===== config.mk =====
export PLATFORM = sky130hd
export DESIGN_NAME = acr_calc
export DESIGN_NICKNAME = d
export VERILOG_FILES = /design/src/rtl/acr_calc.sv
export SDC_FILE = /design/constraint.sdc
export NUM_CORES = 2
export LEC_CHECK = 0
export BUFFER_PORTS_ARGS = -buffer_cell sky130_fd_sc_hd__clkbuf_2
export CAP_MARGIN = 20
export CORE_ASPECT_RATIO = 1.5
export CORE_UTILIZATION = 45
export CTS_BUF_LIST = sky130_fd_sc_hd__clkbuf_16
export DETAILED_ROUTE_END_ITERATION = 10
export GPL_TIMING_DRIVEN = 1
export MAX_ROUTING_LAYER = met4
export PLACE_DENSITY = 0.71
export SLEW_MARGIN = 10
export SYNTH_ARGS = -nofsm -noshare
export SYNTH_HDL_FRONTEND = slang
export SYNTH_SLANG_ARGS = --single-unit

===== constraint.sdc =====
create_clock -name clk -period 12 [get_ports clk]
set_input_delay 0.6 -clock clk [delete_from_list [all_inputs] [get_ports clk]]
set_output_delay 0.6 -clock clk [all_outputs]
set_load 0.01 [all_outputs]

===== src/rtl/acr_calc.sv =====
module acr_calc #(
  parameter int CLKW = 18,
  parameter int W    = 32
) (
  input  logic            clk,
  input  logic            rst_n,
  input  logic            start,
  input  logic [CLKW-1:0] pclk_khz,
  output logic            busy,
  output logic            done,
  output logic [W-1:0]    n32,
  output logic [W-1:0]    cts32,
  output logic [W-1:0]    n44,
  output logic [W-1:0]    cts44,
  output logic [W-1:0]    n48,
  output logic [W-1:0]    cts48,
  output logic [2:0]      n_low,
  output logic [2:0]      n_high
);
  localparam int CW = $clog2(W + 1);

  typedef enum logic [2:0] {S_IDLE, S_GCD, S_DN, S_DC, S_DM} st_t;
  st_t st;

  function automatic int fs_of(input logic [1:0] i);
    return (i == 2'd0) ? 32000 : (i == 2'd1) ? 44100 : 48000;
  endfunction
  function automatic logic [W-1:0] n0_of(input logic [1:0] i);
    return W'(128 * fs_of(i));
  endfunction
  function automatic logic [W-1:0] tgt_of(input logic [1:0] i);
    return W'(128 * fs_of(i) / 1000);
  endfunction
  function automatic logic [W-1:0] lo_of(input logic [1:0] i);
    return W'(128 * fs_of(i) / 1500);
  endfunction
  function automatic logic [W-1:0] hi_of(input logic [1:0] i);
    return W'(128 * fs_of(i) / 300);
  endfunction

  logic [1:0]      idx;
  logic [CLKW-1:0] pclk_q;
  logic [W-1:0]    ga, gb, g, nred, ctsr;
  logic [CW-1:0]   gk;
  logic [W-1:0]    dq, dd, dr;
  logic [CW-1:0]   dcnt;
  logic [W-1:0]    nq [3];
  logic [W-1:0]    cq [3];

  // table lookup
  logic         hit;
  logic [W-1:0] t_n44, t_c44;
  always_comb begin
    hit   = 1'b1;
    t_n44 = W'(6272);
    t_c44 = '0;
    case (int'(pclk_khz))
      25175:  begin t_n44 = W'(28224); t_c44 = W'(125875); end
      25200:  t_c44 = W'(28000);
      27000:  t_c44 = W'(30000);
      27027:  t_c44 = W'(30030);
      54000:  t_c44 = W'(60000);
      54054:  t_c44 = W'(60060);
      74176:  begin t_n44 = W'(5733); t_c44 = W'(75335); end
      74250:  t_c44 = W'(82500);
      148352: begin t_n44 = W'(5733); t_c44 = W'(150670); end
      148500: t_c44 = W'(165000);
      default: hit = 1'b0;
    endcase
  end

  // shared datapath wires
  logic [W-1:0] cts0, gres, nf, cf;
  logic [W:0]   dr_sh, dsub;
  assign cts0  = W'(pclk_q) * W'(1000);
  assign gres  = (ga | gb) << gk;
  assign dr_sh = {dr, dq[W-1]};
  assign dsub  = dr_sh - {1'b0, dd};
  assign nf    = nred * dq;
  assign cf    = ctsr * dq;

  assign busy   = (st != S_IDLE);
  assign n32    = nq[0];
  assign cts32  = cq[0];
  assign n44    = nq[1];
  assign cts44  = cq[1];
  assign n48    = nq[2];
  assign cts48  = cq[2];

  always_ff @(posedge clk) begin
    if (!rst_n) begin
      st     <= S_IDLE;
      done   <= 1'b0;
      idx    <= '0;
      pclk_q <= '0;
      ga     <= '0;
      gb     <= '0;
      gk     <= '0;
      g      <= '0;
      nred   <= '0;
      ctsr   <= '0;
      dq     <= '0;
      dd     <= '0;
      dr     <= '0;
      dcnt   <= '0;
      n_low  <= '0;
      n_high <= '0;
      for (int i = 0; i < 3; i++) begin
        nq[i] <= '0;
        cq[i] <= '0;
      end
    end else begin
      done <= 1'b0;
      if (st != S_IDLE && st != S_GCD && dcnt != '0) begin
        dr   <= dsub[W] ? dr_sh[W-1:0] : dsub[W-1:0];
        dq   <= {dq[W-2:0], ~dsub[W]};
        dcnt <= dcnt - 1'b1;
      end else begin
        case (st)
          S_IDLE: if (start) begin
            if (hit) begin
              nq[0]  <= W'(4096);
              cq[0]  <= W'(pclk_khz);
              nq[1]  <= t_n44;
              cq[1]  <= t_c44;
              nq[2]  <= W'(6144);
              cq[2]  <= W'(pclk_khz);
              n_low  <= '0;
              n_high <= '0;
              done   <= 1'b1;
            end else begin
              pclk_q <= pclk_khz;
              idx    <= '0;
              ga     <= n0_of(2'd0);
              gb     <= W'(pclk_khz) * W'(1000);
              gk     <= '0;
              st     <= S_GCD;
            end
          end
          S_GCD: begin
            if (ga == '0 || gb == '0) begin
              g    <= gres;
              dq   <= n0_of(idx);
              dd   <= gres;
              dr   <= '0;
              dcnt <= CW'(W);
              st   <= S_DN;
            end else if (!ga[0] && !gb[0]) begin
              ga <= ga >> 1;
              gb <= gb >> 1;
              gk <= gk + 1'b1;
            end else if (!ga[0]) begin
              ga <= ga >> 1;
            end else if (!gb[0]) begin
              gb <= gb >> 1;
            end else if (ga >= gb) begin
              ga <= ga - gb;
            end else begin
              gb <= gb - ga;
            end
          end
          S_DN: begin
            nred <= dq;
            dq   <= cts0;
            dd   <= g;
            dr   <= '0;
            dcnt <= CW'(W);
            st   <= S_DC;
          end
          S_DC: begin
            ctsr <= dq;
            dq   <= tgt_of(idx) + nred - W'(1);
            dd   <= nred;
            dr   <= '0;
            dcnt <= CW'(W);
            st   <= S_DM;
          end
          S_DM: begin
            nq[idx]     <= nf;
            cq[idx]     <= cf;
            n_low[idx]  <= (nf < lo_of(idx));
            n_high[idx] <= (nf > hi_of(idx));
            if (idx == 2'd2) begin
              done <= 1'b1;
              st   <= S_IDLE;
            end else begin
              idx <= idx + 2'd1;
              ga  <= n0_of(idx + 2'd1);
              gb  <= cts0;
              gk  <= '0;
              st  <= S_GCD;
            end
          end
          default: st <= S_IDLE;
        endcase
      end
    end
  end
endmodule


== After elaboration in Yosys (flattened, before gate mapping) ==
Memory sizes are Yosys's and may differ from the RTL's.
Index checks and enable logic that the tools add are counted.

* Add/sub/neg operators: 8
* Multipliers: 4
* Div/mod/pow operators: 3
* Magnitude comparators: 5
* Equal/unequal tests: 30
* Shift-type cells: 1
* Muxes and demuxes: 85
* Bitwise gates (word level): 11
* Reduce and logical (&&, ||, !) cells: 40

{| class="wikitable"
|+ Operator list
! operator !! count
|-
| 32-bit 2-to-1 mux || 30
|-
| 32-bit one-hot mux with 3 select lines || 4
|-
| 18-bit one-hot mux with 10 select lines || 1
|-
| 18-bit by 15-bit == test with 1-bit output, second input constant || 4
|-
| 32-bit zero test || 2
|-
| 32-bit by 32-bit multiplier with 32-bit output || 2
|-
| 32-bit one-hot mux with 2 select lines || 1
|-
| 32-bit OR reduction || 2
|-
| 32-bit subtractor || 2
|-
| 18-bit by 7-bit multiplier with 25-bit output, second input constant || 2
|-
| 6-bit 2-to-1 mux || 7
|-
| 18-bit by 16-bit == test with 1-bit output, second input constant || 2
|-
| 18-bit by 17-bit == test with 1-bit output, second input constant || 2
|-
| 18-bit == test, second input constant || 2
|-
| 33-bit by 32-bit subtractor with 33-bit output || 1
|-
| 32-bit adder || 1
|-
| 32-bit by 10-bit divider with 32-bit output, second input constant || 1
|-
| 32-bit by 11-bit divider with 32-bit output, second input constant || 1
|-
| 32-bit by 12-bit divider with 32-bit output, second input constant || 1
|-
| 32-bit greater-or-equal comparator || 1
|-
| 32-bit > comparator || 1
|-
| 32-bit less-than comparator || 1
|-
| 16-bit 2-to-1 mux || 2
|-
| 32-bit OR || 1
|-
| other kinds (49) || 113
|}

* Flip-flop bits (word level): 298
* Latch bits: 0
* RAM bits: 192
* Bits in read-only memories: 0
* Input bits: 21
* Output and inout port bits: 200
* Logic and storage cells: 207
* Memories: 2

{| class="wikitable"
|+ Memory list
! memory !! words !! bits a word !! read ports !! clocked after Yosys merged registers in !! write ports !! RTL line !! source
|-
| cq || 3 || 32 || 3 || 0 || 3 || 48 || <nowiki>logic [W-1:0] cq [3];</nowiki>
|-
| nq || 3 || 32 || 3 || 0 || 3 || 47 || <nowiki>logic [W-1:0] nq [3];</nowiki>
|}

== Longest topological paths before layout ==
* Depth after elaboration: 11
* Depth in mapped cells: 31

== Worst setup path after synthesis ==
Ideal clock, no wire load.

* Kind: register to register
* Start: register dq[4]
* End: register n_low[0]
* Library setup time: 0.117 ns
* Arrival: 7.808 ns
* Setup slack: 4.075 ns
* Stages on the path, launching flop included: 30
* Path buffers: 3
* Period minus slack after synthesis: 7.925 ns
* Cells stage by stage: dfxtp_1 -> clkbuf_1 -> clkbuf_1 -> buf_1 -> nand2_1 -> fa_1 -> inv_1 -> fa_1 -> inv_1 -> fa_1 -> inv_1 -> fa_1 -> inv_1 -> fa_1 -> inv_1 -> fa_1 -> fa_1 -> fa_1 -> ha_1 -> o21ai_0 -> a211oi_1 -> o21ai_0 -> nor2_1 -> nor3_1 -> a31oi_1 -> o311a_1 -> nand4_1 -> and4bb_1 -> and4_1 -> a32o_1

* Word-level cells in the longest chain between the ends: 4

{| class="wikitable"
|+ Ends and longest elaborated chain
! element !! RTL line !! source
|-
| from (decl) || 45 || <nowiki>logic [W-1:0] dq, dd, dr;</nowiki>
|-
| from (signal assigned) || 116 || <nowiki>dq <= {dq[W-2:0], ~dsub[W]};</nowiki>
|-
| from (signal assigned) || 143 || <nowiki>dq <= n0_of(idx);</nowiki>
|-
| from (signal assigned) || 164 || <nowiki>dq <= cts0;</nowiki>
|-
| 32-bit by 32-bit multiplier with 32-bit output || 79 || <nowiki>assign nf = nred * dq;</nowiki>
|-
| 32-bit less-than comparator || 181 || <nowiki>n_low[idx] <= (nf < lo_of(idx));</nowiki>
|-
| 3-bit bitwise mux || 181 ||
|-
| 3-bit one-hot mux with 2 select lines || 119 || <nowiki>case (st)</nowiki>
|-
| to (signal, indexed assignment) || 181 ||
|-
| to (decl) || 17 || <nowiki>output logic [2:0] n_low,</nowiki>
|}

Every way passes these cells.
A chain may end at the register's enable or synchronous reset.

== Final worst setup path ==
* Start: register dq[3]
* End: register n_high[0]

* Word-level cells in the longest chain between the ends: 4

{| class="wikitable"
|+ Ends and longest elaborated chain
! element !! RTL line !! source
|-
| 32-bit by 32-bit multiplier with 32-bit output || 79 ||
|-
| 32-bit > comparator || 182 || <nowiki>n_high[idx] <= (nf > hi_of(idx));</nowiki>
|-
| 3-bit bitwise mux || 182 ||
|-
| 3-bit one-hot mux with 2 select lines || 119 ||
|-
| to (signal, indexed assignment) || 182 ||
|-
| to (decl) || 18 || <nowiki>output logic [2:0] n_high</nowiki>
|}

Every way passes these cells.

==> impl_metrics.tcl <==
set metrics [dict create \
    status "completed" \
    drive_gt1_share_pct 6.565 \
    clkLatencyLatePin_ns 0.71 \
    first_global_vias 58312 \
    yosys_warnings 0 \
    fin_crit_sh_pct 77.78 \
    fp.dieH_um 474.2 \
    synth_cell_types 94 \
    synth.area.top_cells "fa_1, ha_1, dfxtp_1, edfxtp_1, nand2_1" \
    ys_seq_area_share_pct 17.54 \
    num_io_pins 221 \
    holdBufCountCts 0 \
    synthDominantCellAreaShare_pct 28.26 \
    tightest_slew_ns 1.275 \
    endpoint_kind "register" \
    rows 172 \
    max_slew_margin_pct 15.00 \
    hold_viol_final 0 \
    area_growth_syn_to_layout_pct 6.843 \
    netlist_area_mm2 0.06688 \
    syn-instance-count 7731 \
    synth_top_flop_cell "dfxtp_1" \
    syn_nets 9283 \
    maxCapViolCount 0 \
    grt-ovfl-total 0 \
    drcViolationCount 0 \
    p_clk_share_pct 24.6 \
    clk_pin_slew_worst_paths_ns 0.07 \
    finalSetupViolCount 0 \
    clock_path_buffers 3 \
    synthTopCellsByCount "nand2_1, inv_1, fa_1" \
    cp-start-kind "register" \
    drtAntennaViolNets 0 \
    wl_per_cell_um 22.45 \
    core_area_mm2 0.1470 \
    dp.cells 9533 \
    postCtsResizedCells 0 \
    gp_congestion 1.012 \
    numPortBuffers 220 \
    cts_tree "built" \
    timing.fmax_ghz 0.1071 \
    layout_min_cycle_time_ns 9.334 \
    cts-root-buf "clkbuf_16" \
    synthArstFlopShare_pct 0 \
    synth-seq-cells 490 \
    fill_cells 13863 \
    slew_viol_final 0 \
    die_area_mm2 0.1502 \
    grt_pass1_wl_mm 334.1 \
    post-cts-setup-buffers 0 \
    internal_power_uw 3974 \
    drt_first_pass_iters 6 \
    power_leakage_uw 0.03366 \
    synth_top_area_cell "fa_1" \
    pwr-share-comb_pct 48.1 \
    seqPwrFrac_pct 27.3 \
    wl_met2_mm 110.4 \
    critical_path_arrival_ns 9.94 \
    via_per_inst 5.756 \
    m1WireLength_mm 74.28 \
    rsz0062_at_grt "false" \
    globalRouteTotalUtil_pct 29.99 \
    cts_buffers 55 \
    antenna_found_initial 9 \
    vias 55515 \
    worstSetupPathType "reg2reg" \
    yosysMostFrequentCell "nand2_1" \
    p_sw_uw 3061 \
    p_per_area_mw_per_mm2 98.45 \
    multi_input_area_mm2 0.04895 \
    vdd_drop_max_mv 0.1348 \
    wl_mm 216.6 \
    top_layer "met4" \
    nets 9231 \
    drt_iter0_drc 4305 \
    initial_core_util_pct 45.50 \
    seq_area_mm2 0.01175 \
    synth_edf_count 192 \
    avgSynthCellArea_um2 8.651 \
    die_w_um 316.8 \
    fin_worst_skew_ns 0.04816 \
    crit_required_ns 12.60 \
    p_sw_share_pct 43.52 \
    htreeDepth 2 \
    dp_hpwl_mm 166.4 \
    clock_sinks 490 \
    wl_met3_mm 13.83 \
    fin_cells 9644 \
    crit_fanout 47 \
    grt_max_degree 88 \
    hp-class "in2reg" \
    final.setup.tns_ns 0 \
]
[worst max-delay path: stages, from the launching register on]
cell,delay [ns]
dfxtp_2,1.05
buf_4,0.39
nand2_1,0.11
fa_1,0.55
inv_1,0.06
fa_1,0.52
inv_1,0.05
fa_1,0.53
inv_1,0.05
fa_1,0.48
inv_1,0.06
fa_1,0.50
inv_1,0.05
fa_1,0.49
fa_1,0.52
fa_1,0.50
ha_1,0.35
o21ai_0,0.23
a2111oi_0,0.49
o311ai_0,0.22
a21oi_1,0.23
nor2_1,0.11
a211oi_2,0.31
and4_1,0.23
nand4_1,0.14
and4bb_1,0.43
a41oi_1,0.25
a32o_1,0.30
[area by class of cell]
type	count	share of cell area, %
clock inverter	44	0.4658
multi-input combinational	5567	68.50
antenna	7	0.02451
tap	1914	3.351
clock buffer	57	1.996
inverter	1238	6.510
timing repair buffer	327	2.704
sequential	490	16.45
[cell families (layout without fill, tap and decap cells)]
logic type	Yosys count	after routing	share of synthesized area, %
flops	490	490	17.54
xor+xnor	312	312	4.097
mux	160	160	2.627
simple gates	2348	2348	15.45
compound gates	1215	1215	11.59
other cells	1	8	0.005607
buf+inv	1674	1666	9.455
fa+ha+maj	1531	1531	39.24
[layer usage]
layer	GRT usage (%)	vias up
met4	21.01	0
met5	-	-
met3	4.353	836
met1	31.31	27775
li1	-	24629
met2	51.68	2275
[worst paths after layout]
check / start / end / cells after the start / slack (ns)
worst max register to register: dq[3] / n_high[0] / 27 / 2.67
worst min register to register: ctsr[7] / ctsr[7] / 2 / 0.46
worst min-delay path: pclk_khz[2] / pclk_q[2] / 3 / 0.39
worst max-delay path: dq[3] / n_high[0] / 27 / 2.67
[power by group through the flow]
stage               clock network [uW]  logic (uW)  registers (uW)
floorplan                            0        2260            1900
global placement                     0        3280            1950
detailed placement                   0        3300            1950
CTS                               1750        3310            1920
global route                      1810        3610            1930
finish                            1730        3380            1920
[cells in the final DEF (no fill, tap or decap), types with 26 or more instances in the layout]
cell and n:
o22ai_1 30, fa_1 944, buf_4 104, xor2_1 75, dfxtp_1 280, a22oi_1 33, clkbuf_16 57, clkbuf_2 220
ha_1 587, nor2b_1 33, o21bai_1 26, nor3_1 95, nor2_1 464, nand4_1 31, a211oi_1 88, mux2i_1 135
o21ai_0 253, o211ai_1 37, a221oi_1 38, o21a_1 50, a21oi_1 381, nand2b_1 39, a31oi_1 32, inv_1 1242
nand2_1 1231, xnor2_1 236, edfxtp_1 192, nand3_1 48, nor4_1 27, and2_1 267, a21o_1 51
[metrics by stage]
stage | area, um2 | total power, uW | hold slack [ns] | setup slack (ns) | util [%]
floorplan | 66880 | 4159 | 0.4363 | 4.075 | -
global placement | 69620 | 5227 | 0.4416 | 2.974 | 47.37
detailed placement | 69630 | 5249 | 0.4475 | 2.781 | 47.37
CTS | 71390 | 6979 | 0.3734 | 2.737 | 48.57
global route | 71460 | 7339 | 0.4312 | 2.259 | 48.62
finish | 71460 | 7035 | 0.3881 | 2.666 | 48.62
[flip-flops by register name, summed over array words and instances (netlist names)]
name,cells
cq,96
nq,96
ctsr,32
dd,32
dq,32
dr,32
g,32
ga,32
gb,32
nred,32
pclk_q,18
dcnt,6
gk,6
n_high,3
n_low,3
st,3
idx,2
done,1
Note: power is estimated with default switching activity, not from simulation.
